--- config.mk ---
export PLATFORM = sky130hd
export DESIGN_NAME = i2s_master_fgen
export DESIGN_NICKNAME = d
export VERILOG_FILES = /design/src/rtl/i2sfg_pkg.sv /design/src/rtl/i2sfg_clkdiv.sv /design/src/rtl/i2sfg_pair.sv /design/src/rtl/i2sfg_frame.sv /design/src/rtl/i2s_master_fgen.sv
export SDC_FILE = /design/constraint.sdc
export NUM_CORES = 1
export LEC_CHECK = 0
export BUFFER_PORTS_ARGS = -buffer_cell sky130_fd_sc_hd__buf_2
export CELL_PAD_IN_SITES_DETAIL_PLACEMENT = 1
export CELL_PAD_IN_SITES_GLOBAL_PLACEMENT = 2
export CORE_MARGIN = 1.5
export CORE_UTILIZATION = 33
export DETAILED_ROUTE_END_ITERATION = 10
export GPL_ROUTABILITY_DRIVEN = 0
export PLACE_DENSITY_LB_ADDON = 0.25
export SLEW_MARGIN = 15
export SYNTH_ARGS = -nofsm -noshare
export SYNTH_HDL_FRONTEND = slang
export SYNTH_SLANG_ARGS = --single-unit
--- constraint.sdc ---
create_clock -name clk -period 10.29 [get_ports clk]
set_clock_uncertainty 0.15 [all_clocks]
set_input_delay 2.058 -clock clk [delete_from_list [all_inputs] [get_ports clk]]
set_output_delay 2.058 -clock clk [all_outputs]
set_load 0.02 [all_outputs]
--- src/rtl/i2sfg_pkg.sv ---
package i2sfg_pkg;

    localparam int DIV_W  = 8;
    localparam int FPER_W = 12;
    localparam int WORD_W = 16;               // power of two
    localparam int FW_W   = $clog2(WORD_W);
    localparam int LEN_W  = FPER_W + 1;

    typedef struct packed {
        logic              accurate;
        logic [DIV_W-1:0]  div;
        logic [FPER_W-1:0] fper;
        logic [FW_W-1:0]   fwid;
    } cfg_t;

    typedef struct packed {
        logic [WORD_W-1:0] left;
        logic [WORD_W-1:0] right;
    } pair_t;

    function automatic logic [LEN_W-1:0] word_bits(input cfg_t c);
        return LEN_W'(c.fwid) + LEN_W'(1);
    endfunction

    function automatic logic [LEN_W-1:0] frame_len(input cfg_t c);
        logic [LEN_W-1:0] two_w;
        logic [LEN_W-1:0] prog;
        two_w = word_bits(c) << 1;
        prog  = LEN_W'(c.fper) + LEN_W'(1);
        return (c.accurate && (prog > two_w)) ? prog : two_w;
    endfunction

    function automatic logic [DIV_W-1:0] eff_div(input logic [DIV_W-1:0] d);
        return (d == '0) ? DIV_W'(1) : d;
    endfunction

endpackage

--- src/rtl/i2sfg_clkdiv.sv ---
module i2sfg_clkdiv
    import i2sfg_pkg::*;
(
    input  logic             clk,
    input  logic             rst,
    input  logic             en,
    input  logic             run,
    input  logic [DIV_W-1:0] div_q,
    output logic             bclk,
    output logic             tick
);
    logic [DIV_W-1:0] cnt;
    logic [DIV_W-1:0] dd;
    logic [DIV_W:0]   per;
    logic [DIV_W:0]   hi_len;
    logic [DIV_W:0]   lo_len;

    always_comb begin
        dd     = eff_div(div_q);
        per    = {1'b0, dd} + 1'b1;
        hi_len = per >> 1;
        lo_len = per - hi_len;
    end

    assign tick = run && (cnt >= dd);

    always_ff @(posedge clk) begin
        if (rst || !en || !run) begin
            cnt  <= '0;
            bclk <= 1'b0;
        end else if (tick) begin
            cnt  <= '0;
            bclk <= 1'b0;
        end else begin
            cnt  <= cnt + 1'b1;
            bclk <= (({1'b0, cnt} + 1'b1) >= lo_len);
        end
    end


    tick_fall_chk: assert property (@(posedge clk) disable iff (rst)
        tick |=> !bclk);

endmodule

--- src/rtl/i2sfg_pair.sv ---
module i2sfg_pair
    import i2sfg_pkg::*;
(
    input  logic  clk,
    input  logic  rst,
    input  logic  ld_v,
    input  pair_t ld_pair,
    input  logic  consume,
    output pair_t pair_use,
    output logic  req,
    output logic  underrun
);
    pair_t hold_q;
    pair_t cur_q;
    logic  full_q;

    assign pair_use = (consume && full_q) ? hold_q : cur_q;

    always_ff @(posedge clk) begin
        if (rst) begin
            hold_q   <= '0;
            cur_q    <= '0;
            full_q   <= 1'b0;
            req      <= 1'b0;
            underrun <= 1'b0;
        end else begin
            req      <= consume;
            underrun <= consume && !full_q;
            if (consume && full_q)
                cur_q <= hold_q;
            if (ld_v) begin
                hold_q <= ld_pair;
                full_q <= 1'b1;
            end else if (consume) begin
                full_q <= 1'b0;
            end
        end
    end


    req_pulse_chk: assert property (@(posedge clk) disable iff (rst)
        req |=> !req);


    repeat_pair_chk: assert property (@(posedge clk) disable iff (rst)
        underrun |-> $stable(cur_q));

endmodule

--- src/rtl/i2sfg_frame.sv ---
module i2sfg_frame
    import i2sfg_pkg::*;
(
    input  logic             clk,
    input  logic             rst,
    input  logic             en,
    input  logic             run,
    input  logic             tick,
    input  cfg_t             cfg_in,
    input  pair_t            pair_use,
    output logic [DIV_W-1:0] div_q,
    output logic             consume,
    output logic             ws,
    output logic             sd
);
    cfg_t              cfg_q;
    logic [FPER_W-1:0] b_q;
    logic [FPER_W-1:0] b_nxt;
    logic [LEN_W-1:0]  plen;
    logic [LEN_W-1:0]  wlen;
    logic [LEN_W-1:0]  p;
    logic [FW_W-1:0]   pos;
    logic              last;
    logic              bit_nxt;
    logic              ws_nxt;

    assign div_q = cfg_q.div;

    always_comb begin
        plen  = frame_len(cfg_q);
        wlen  = word_bits(cfg_q);
        last  = (LEN_W'(b_q) == (plen - LEN_W'(1)));
        b_nxt = last ? '0 : b_q + FPER_W'(1);
        p     = (b_nxt == '0) ? (plen - LEN_W'(1)) : (LEN_W'(b_nxt) - LEN_W'(1));
        pos   = '0;
        bit_nxt = 1'b0;
        if (p < wlen) begin
            pos     = FW_W'(p);
            bit_nxt = pair_use.left[~pos];
        end else if (p < (wlen << 1)) begin
            pos     = FW_W'(p - wlen);
            bit_nxt = pair_use.right[~pos];
        end
        ws_nxt = !(LEN_W'(b_nxt) < wlen);
    end

    assign consume = tick && (b_nxt == FPER_W'(1));

    always_ff @(posedge clk) begin
        if (rst) begin
            cfg_q <= '0;
            b_q   <= '0;
            ws    <= 1'b1;
            sd    <= 1'b0;
        end else if (!en) begin
            b_q <= '0;
            ws  <= 1'b1;
            sd  <= 1'b0;
        end else if (!run) begin
            cfg_q <= cfg_in;
            b_q   <= '0;
            ws    <= 1'b0;
            sd    <= 1'b0;
        end else if (tick) begin
            b_q <= b_nxt;
            ws  <= ws_nxt;
            sd  <= bit_nxt;
            if (last)
                cfg_q <= cfg_in;
        end
    end

    logic run_d;
    always_ff @(posedge clk) begin
        if (rst) run_d <= 1'b0;
        else     run_d <= run;
    end


    cfg_boundary_chk: assert property (@(posedge clk) disable iff (rst)
        (run && run_d && (cfg_q != $past(cfg_q))) |-> (b_q == '0));

endmodule

--- src/rtl/i2s_master_fgen.sv ---
module i2s_master_fgen
    import i2sfg_pkg::*;
(
    input  logic              clk,
    input  logic              rst,
    input  logic              en,
    input  logic              accurate_mode,
    input  logic [DIV_W-1:0]  clk_div,
    input  logic [FPER_W-1:0] frame_per,
    input  logic [FW_W-1:0]   word_len_m1,
    input  logic              ld_valid,
    input  logic [WORD_W-1:0] ld_left,
    input  logic [WORD_W-1:0] ld_right,
    output logic              bclk_o,
    output logic              ws_o,
    output logic              sd_o,
    output logic              req_o,
    output logic              underrun_o
);
    logic             run_q;
    logic             tick;
    logic             consume;
    logic [DIV_W-1:0] div_q;
    cfg_t             cfg_in;
    pair_t            ld_pair;
    pair_t            pair_use;

    always_ff @(posedge clk) begin
        if (rst) run_q <= 1'b0;
        else     run_q <= en;
    end

    always_comb begin
        cfg_in.accurate = accurate_mode;
        cfg_in.div      = clk_div;
        cfg_in.fper     = frame_per;
        cfg_in.fwid     = word_len_m1;
        ld_pair.left    = ld_left;
        ld_pair.right   = ld_right;
    end

    i2sfg_clkdiv u_div (
        .clk   (clk),
        .rst   (rst),
        .en    (en),
        .run   (run_q),
        .div_q (div_q),
        .bclk  (bclk_o),
        .tick  (tick)
    );

    i2sfg_frame u_frame (
        .clk      (clk),
        .rst      (rst),
        .en       (en),
        .run      (run_q),
        .tick     (tick),
        .cfg_in   (cfg_in),
        .pair_use (pair_use),
        .div_q    (div_q),
        .consume  (consume),
        .ws       (ws_o),
        .sd       (sd_o)
    );

    i2sfg_pair u_pair (
        .clk      (clk),
        .rst      (rst),
        .ld_v     (ld_valid),
        .ld_pair  (ld_pair),
        .consume  (consume),
        .pair_use (pair_use),
        .req      (req_o),
        .underrun (underrun_o)
    );


    idle_line_chk: assert property (@(posedge clk) disable iff (rst)
        !en |=> (!bclk_o && ws_o && !sd_o));


    ws_on_fall_chk: assert property (@(posedge clk) disable iff (rst)
        (run_q && $past(run_q) && (ws_o != $past(ws_o))) |-> $fell(bclk_o));


    sd_on_fall_chk: assert property (@(posedge clk) disable iff (rst)
        (run_q && $past(run_q) && (sd_o != $past(sd_o))) |-> $fell(bclk_o));

endmodule

# Word level (Yosys, flattened, before mapping)
# Cells that the tools add are included.
# Widths: inputs -> output; s select.
# classes
n_lt_le_gt_ge,8
n_reduce_logical,18
mux,18
bitwise,4
eq_ne,4
addsub,10
# ops
operator,count
$mux 25,3
$mux 32,1
$mux 13,2
$add 8x1->9 const B,2
$add 12x1->13 const B,1
$eq 12x13->1,1
$gt 13x6->1,1
$lt 13x5->1,1
$lt 13x6->1,1
$sub 12x1->13 const B,1
$sub 13x1->13 const B,1
$add 12x1->12 const B,1
$eq 12x1->1 const B,1
$logic_not 12->1,1
$lt 12x5->1,1
$mux 12,1
$lt 4x5->1 const B,2
$ge 9x9->1,1
$sub 9x8->9,1
$add 8x1->8 const B,1
$bmux 1 s4,2
$ge 8x8->1,1
$logic_not 8->1,1
$mux 1,8
13 further kinds,25
# word_totals
register_bits,116
output_inout_bits,5
in_bits,61
word_cells,79

# Depth between registers and ports, before layout
# depth
ltp_word,15
mapped_depth,42
ltp_nobuf,38

# Cells and area by module
# From an unflattened synthesis, not the netlist that was laid out.
# hier_totals
hier_cells,1099
hier_area_um2,8899.8
# modules_own_cells
mod,instances,area_per_inst_um2,seq_area_each_um2,cells_per_inst
i2sfg_frame,1,4949.7,780.7,665
i2sfg_pair,1,2737.6,1341.3,289
i2sfg_clkdiv,1,1178.6,180.2,143
i2s_master_fgen,1,33.8,20.0,2

# Least setup slack after synthesis
# Ideal clock, no wire load.
# synth_path
path_kind,reg2reg
from,register u_frame.cfg_q[6] (netlist bit)
to,register u_frame.sd
setup_time_ns,0.116
setup_slack_ns,0.619
path_buffers,4
synth_period_minus_slack_ns,9.671
stages_incl_launch_ff,39
required_ns,10.024
t_arrival_ns,9.404
cell_sequence,dfxtp_1 -> buf_4 -> and3_1 -> nor3b_1 -> nor2_1 -> inv_1 -> ha_1 -> nand4_1 -> or2_2 -> o21ai_0 -> o211a_1 -> buf_2 -> a21oi_2 -> nand2_1 -> o21ai_0 -> ha_1 -> nand2_1 -> nor4b_2 -> [3 not listed] -> a2111oi_4 -> nand4_4 -> nor3_2 -> buf_4 -> clkbuf_1 -> or2_2 -> ha_1 -> inv_1 -> o41ai_2 -> mux2i_1 -> inv_1 -> fa_1 -> xnor2_1 -> mux4_2 -> mux4_2 -> mux2i_1 -> o32ai_1 -> a41o_1
# synth_via
elab_chain_cells,15
word_cells_on_any_way,25
classes_between,4 x add/sub; 3 x order compare; 2 x eq/ne; 10 x mux; 2 x bitwise; 4 x reduce/logical
# synth_rtl
element,line_no,rtl
from (decl),i2sfg_frame.sv:16,cfg_t cfg_q;
from (signal assigned),i2sfg_frame.sv:60,cfg_q <= cfg_in;
from (signal assigned),i2sfg_frame.sv:69,cfg_q <= cfg_in;
$add 12x1->13 (*),i2sfg_pkg.sv:29,prog = LEN_W'(c.fper) + LEN_W'(1);
$gt 13x6->1,i2sfg_pkg.sv:30,return (c.accurate && (prog > two_w)) ? prog : two_w;
$logic_and 1x1->1,i2sfg_pkg.sv:30,
$mux 13 (*),i2sfg_pkg.sv:30,
$sub 13x1->13 (*),"i2sfg_frame.sv:32, i2sfg_frame.sv:34",
$eq 12x13->1,i2sfg_frame.sv:32,last = (LEN_W'(b_q) == (plen - LEN_W'(1)));
$mux 12,i2sfg_frame.sv:33,b_nxt = last ? '0 : b_q + FPER_W'(1);
"$sub 12x1->13, or another cell as far along",i2sfg_frame.sv:34,p = (b_nxt == '0) ? (plen - LEN_W'(1)) : (LEN_W'(b_nxt) - LEN_W'(1));
$mux 13 / $logic_and 1x1->1 (equally long branches),"i2sfg_frame.sv:34, i2sfg_frame.sv:47",
$sub 4x4->4 / $logic_and 1x1->1 (equally long branches),"i2sfg_frame.sv:41, i2sfg_pair.sv:17",
$not 4->4 / $mux 32 (equally long branches),-,
$bmux 1 s4,i2sfg_frame.sv:42,bit_nxt = pair_use.right[~pos];
$mux 1 (implied by the code),i2sfg_frame.sv:42,
$mux 1,i2sfg_frame.sv:40,end else if (p < (wlen << 1)) begin
$mux 1 (*),i2sfg_frame.sv:37,if (p < wlen) begin
to (signal assigned),i2sfg_frame.sv:67,sd <= bit_nxt;
to (decl),i2sfg_frame.sv:14,output logic sd
# Mark *: on every way between the ends. The rest lies on a longest branch, timed or not. The select of a mux whose other input is x is not followed.
# A chain may end at the register's enable or synchronous reset.

# Worst setup path in the final report
# layout_path
from,register u_frame.cfg_q[0] (netlist bit)
to,register u_frame.sd
# layout_via
elab_chain_cells,15
word_cells_on_any_way,25
classes_between,4 x add/sub; 3 x order compare; 2 x eq/ne; 10 x mux; 2 x bitwise; 4 x reduce/logical
# layout_rtl
element,line_no,rtl
$add 4x1->5 (*),i2sfg_pkg.sv:22,return LEN_W'(c.fwid) + LEN_W'(1);
$gt 13x6->1,i2sfg_pkg.sv:30,
$logic_and 1x1->1,i2sfg_pkg.sv:30,
$mux 13,i2sfg_pkg.sv:30,
$sub 13x1->13,"i2sfg_frame.sv:32, i2sfg_frame.sv:34",
$eq 12x13->1,i2sfg_frame.sv:32,
$mux 12,i2sfg_frame.sv:33,
"$sub 12x1->13, or another cell as far along",i2sfg_frame.sv:34,
$mux 13 / $logic_and 1x1->1 (equally long branches),"i2sfg_frame.sv:34, i2sfg_frame.sv:47",
$sub 4x4->4 / $logic_and 1x1->1 (equally long branches),"i2sfg_frame.sv:41, i2sfg_pair.sv:17",
$not 4->4 / $mux 32 (equally long branches),-,
$bmux 1 s4,i2sfg_frame.sv:42,
$mux 1 (implied by the code),i2sfg_frame.sv:42,
$mux 1,i2sfg_frame.sv:40,
$mux 1 (*),i2sfg_frame.sv:37,
# Marks and branches as above.

==> impl_results.md <==
- Status: completed
- Post-Synthesis Mean Instance Area: 8.13 µm²
- Dpl hpwl: 19000 µm
- CTS Root Cell: clkbuf_16
- Pleak: 4.03 nW
- Worst-Skew Late Latency: 0.42 ns
- DRC viols: 0
- Area leader, netlist: dfxtp_1
- Routed WL per cell: 17.9 µm
- Initial Util: 0.336
- Num Clock Sinks: 116
- Layout Cells excl Fill: 1416
- Die H: 163 µm
- WP buf/inv: 6
- Synthesized instance count: 1037
- Number of port buffers: 65
- Worst path top cell family by delay: simple AND/OR/NAND/NOR gates
- Seq/Total Area, Yosys: 0.276
- Reg clk slew, reported paths: 0.06 ns
- Max FO, Critical Path: 8
- Initial antenna violation count: 0
- GRT Overall Usage: 0.196
- CTS Buf Count: 17
- Worst slew margin: 0.314
- Wirelength, routed: 25400 µm
- Arrival time worst endpoint: 9.75 ns
- Chip width: 163 µm
- Total Power: 1.40 mW
- Longest Clk Path Bufs: 2
- Pin count of the biggest net entering global routing: 94
- Area contributors post-synth: dfxtp_1 28%, mux2i_1 8.2%, ha_1 7.4%, nand2_1 6.1%, nor2_1 4.5%
- Worst-margin pin slew: 1.03 ns
- YS warnings: 0
- Syn nets: 1149
- CP Launch Type: register
- Area after DPL: 8990 µm²
- Row count: 58
- Fillers: 3078
- Worst path required time: 10.45 ns
- R2r setup slk: 0.70 ns
- Max_cap viols: 0
- Sum Neg Setup Slack: 0 ns
- Number of global-route vias before repair: 7519
- Fmax: 104 MHz
- Antenna Cells: 0
- VDD IR max: 0.0922 mV
- #FFs+latches synth: 116
- Hold WC Path Type: register to register
- Die area: 26500 µm²
- Ys async rst share: 0
- Hold slack: 0.304 ns
- Post-cts hold buffer count: 0
- Final period util: 0.932
- Final instance area: 9680 µm²
- Most frequent CP cell: inv_1
- Minimum clock period: 9.59 ns
- Share of cells above drive strength 1: 0.167
- CP endpoint kind: register
- Pins over their slew limit: 0
- Synth Flop Type: dfxtp_1
- Nets: 1185
- Pwr Density: 145 nW/µm²
- H-tree depth: 4
- I/O pin cnt: 66
- Setup-failing EPs final: 0
- Synth-to-layout area growth: 14.8%
- Via count: 7529
- Final count of hold timing violations: 0
- Post-synthesis cell type count: 92
- Pre-antenna DRT Iters: 5
- Global route total overflow: 0
- DR iter-0 viols: 402
- Largest stage delay on the critical path: 0.56 ns
- Vias/cell: 5.32
- CTS tree: done
- CP max-delay cell: or4_4
- Mapped Area: 8430 µm²
- Post-synth top area share: 0.276
- Core area: 25100 µm²
- First-pass GRT wire length: 41100 µm
- Final ANT Viol Nets: 0
- Number of synthesized flops with an enable pin: 0
- Dpl cells: 1379
- Count leader, synth: nand2_1
- WS Path Type: register to register
- Top cells by count, synth: 137 x nand2_1, 116 x dfxtp_1, 100 x nor2_1
layout make-up:
cell class	instances	area (µm²)	area share
Clock buffer	17	425	0.0440
Clock inverter	15	161	0.0167
Inverter	37	139	0.0144
Multi-Input combinational cell	817	5740	0.593
Sequential cell	116	2330	0.240
Tap cell	330	413	0.0427
Timing Repair Buffer	84	472	0.0487
repair_timing:
action / CTS / global route
gates resized for setup: 0 / 16
setup endpoints to repair: 0 / 1
setup buffers: 0 / 5
worst min-delay path, stage by stage (launching register included):
cell and delay [ns]:
dfxtp_1 0.31, nand2_1 0.05, a21oi_1 0.05
placed cells by master (no fill, tap or decap), types with 5 or more instances in the layout:
| cell | n |
|---|---|
| a211o_1 | 5 |
| a211oi_1 | 10 |
| a21o_1 | 5 |
| a21oi_1 | 73 |
| a31oi_1 | 8 |
| and2_1 | 11 |
| and3_1 | 25 |
| and4_1 | 5 |
| buf_2 | 65 |
| buf_4 | 18 |
| clkbuf_16 | 17 |
| dfxtp_1 | 113 |
| ha_1 | 49 |
| inv_1 | 37 |
| inv_8 | 5 |
| mux2i_1 | 68 |
| mux4_2 | 10 |
| nand2_1 | 137 |
| nand2b_1 | 10 |
| nand3_1 | 29 |
| nand4_1 | 7 |
| nor2_1 | 100 |
| nor2b_1 | 12 |
| nor3_1 | 20 |
| nor4_1 | 10 |
| o211ai_1 | 8 |
| o21a_1 | 9 |
| o21ai_0 | 28 |
| o21ai_1 | 6 |
| or2_2 | 7 |
| or3_1 | 6 |
| xnor2_1 | 39 |
| xor2_1 | 24 |
logic make-up after synthesis:
family,share of synthesized area
AO/OA/AOI/OAI,0.173
XOR/XNOR,0.0684
adder cells (fa/ha/maj),0.0766
buffers and inverters,0.0530
flip-flops,0.276
multiplexers,0.116
AND/OR/NAND/NOR,0.238
stage by stage:
step / setup WS, ns / utilization
floorplan: 0.619 / -
global placement: 0.440 / 0.358
detailed placement: 0.137 / 0.358
CTS: 0.0866 / 0.381
global route: -0.0442 / 0.385
finish: 0.704 / 0.385
state kept, by name, summed over array words and instances, names as in the netlist:
register         count
u_pair.underrun      1
u_div.bclk           1
u_pair.hold_q       32
u_div.cnt            8
u_frame.ws           1
u_frame.sd           1
u_pair.full_q        1
u_frame.div_q        8
u_pair.req           1
run_q                1
u_frame.cfg_q       17
u_frame.b_q         12
u_pair.cur_q        32
path summary, 6_finish.rpt:
path,startpoint,end,cells after the start
setup / recovery,u_frame.cfg_q[0],u_frame.sd,35
hold / removal,u_pair.cur_q[3],u_pair.cur_q[3],2
setup reg to reg,u_frame.cfg_q[0],u_frame.sd,35
hold reg to reg,u_pair.cur_q[3],u_pair.cur_q[3],2
routing by layer:
layer	part of all wire	vias to the layer above	global-route usage
met3	0.031	36	0.0283
met4	0.019	0	0.0605
met2	0.46	113	0.314
met5	0	-	0
li1	-	3755	-
met1	0.49	3625	0.271
power breakdown:
group          switching, mW  internal (mW)
clock                  0.264          0.344
combinational          0.179          0.134
sequential            0.0194          0.464
total                  0.462          0.943
No activity file was read; power rests on OpenSTA's default activity.
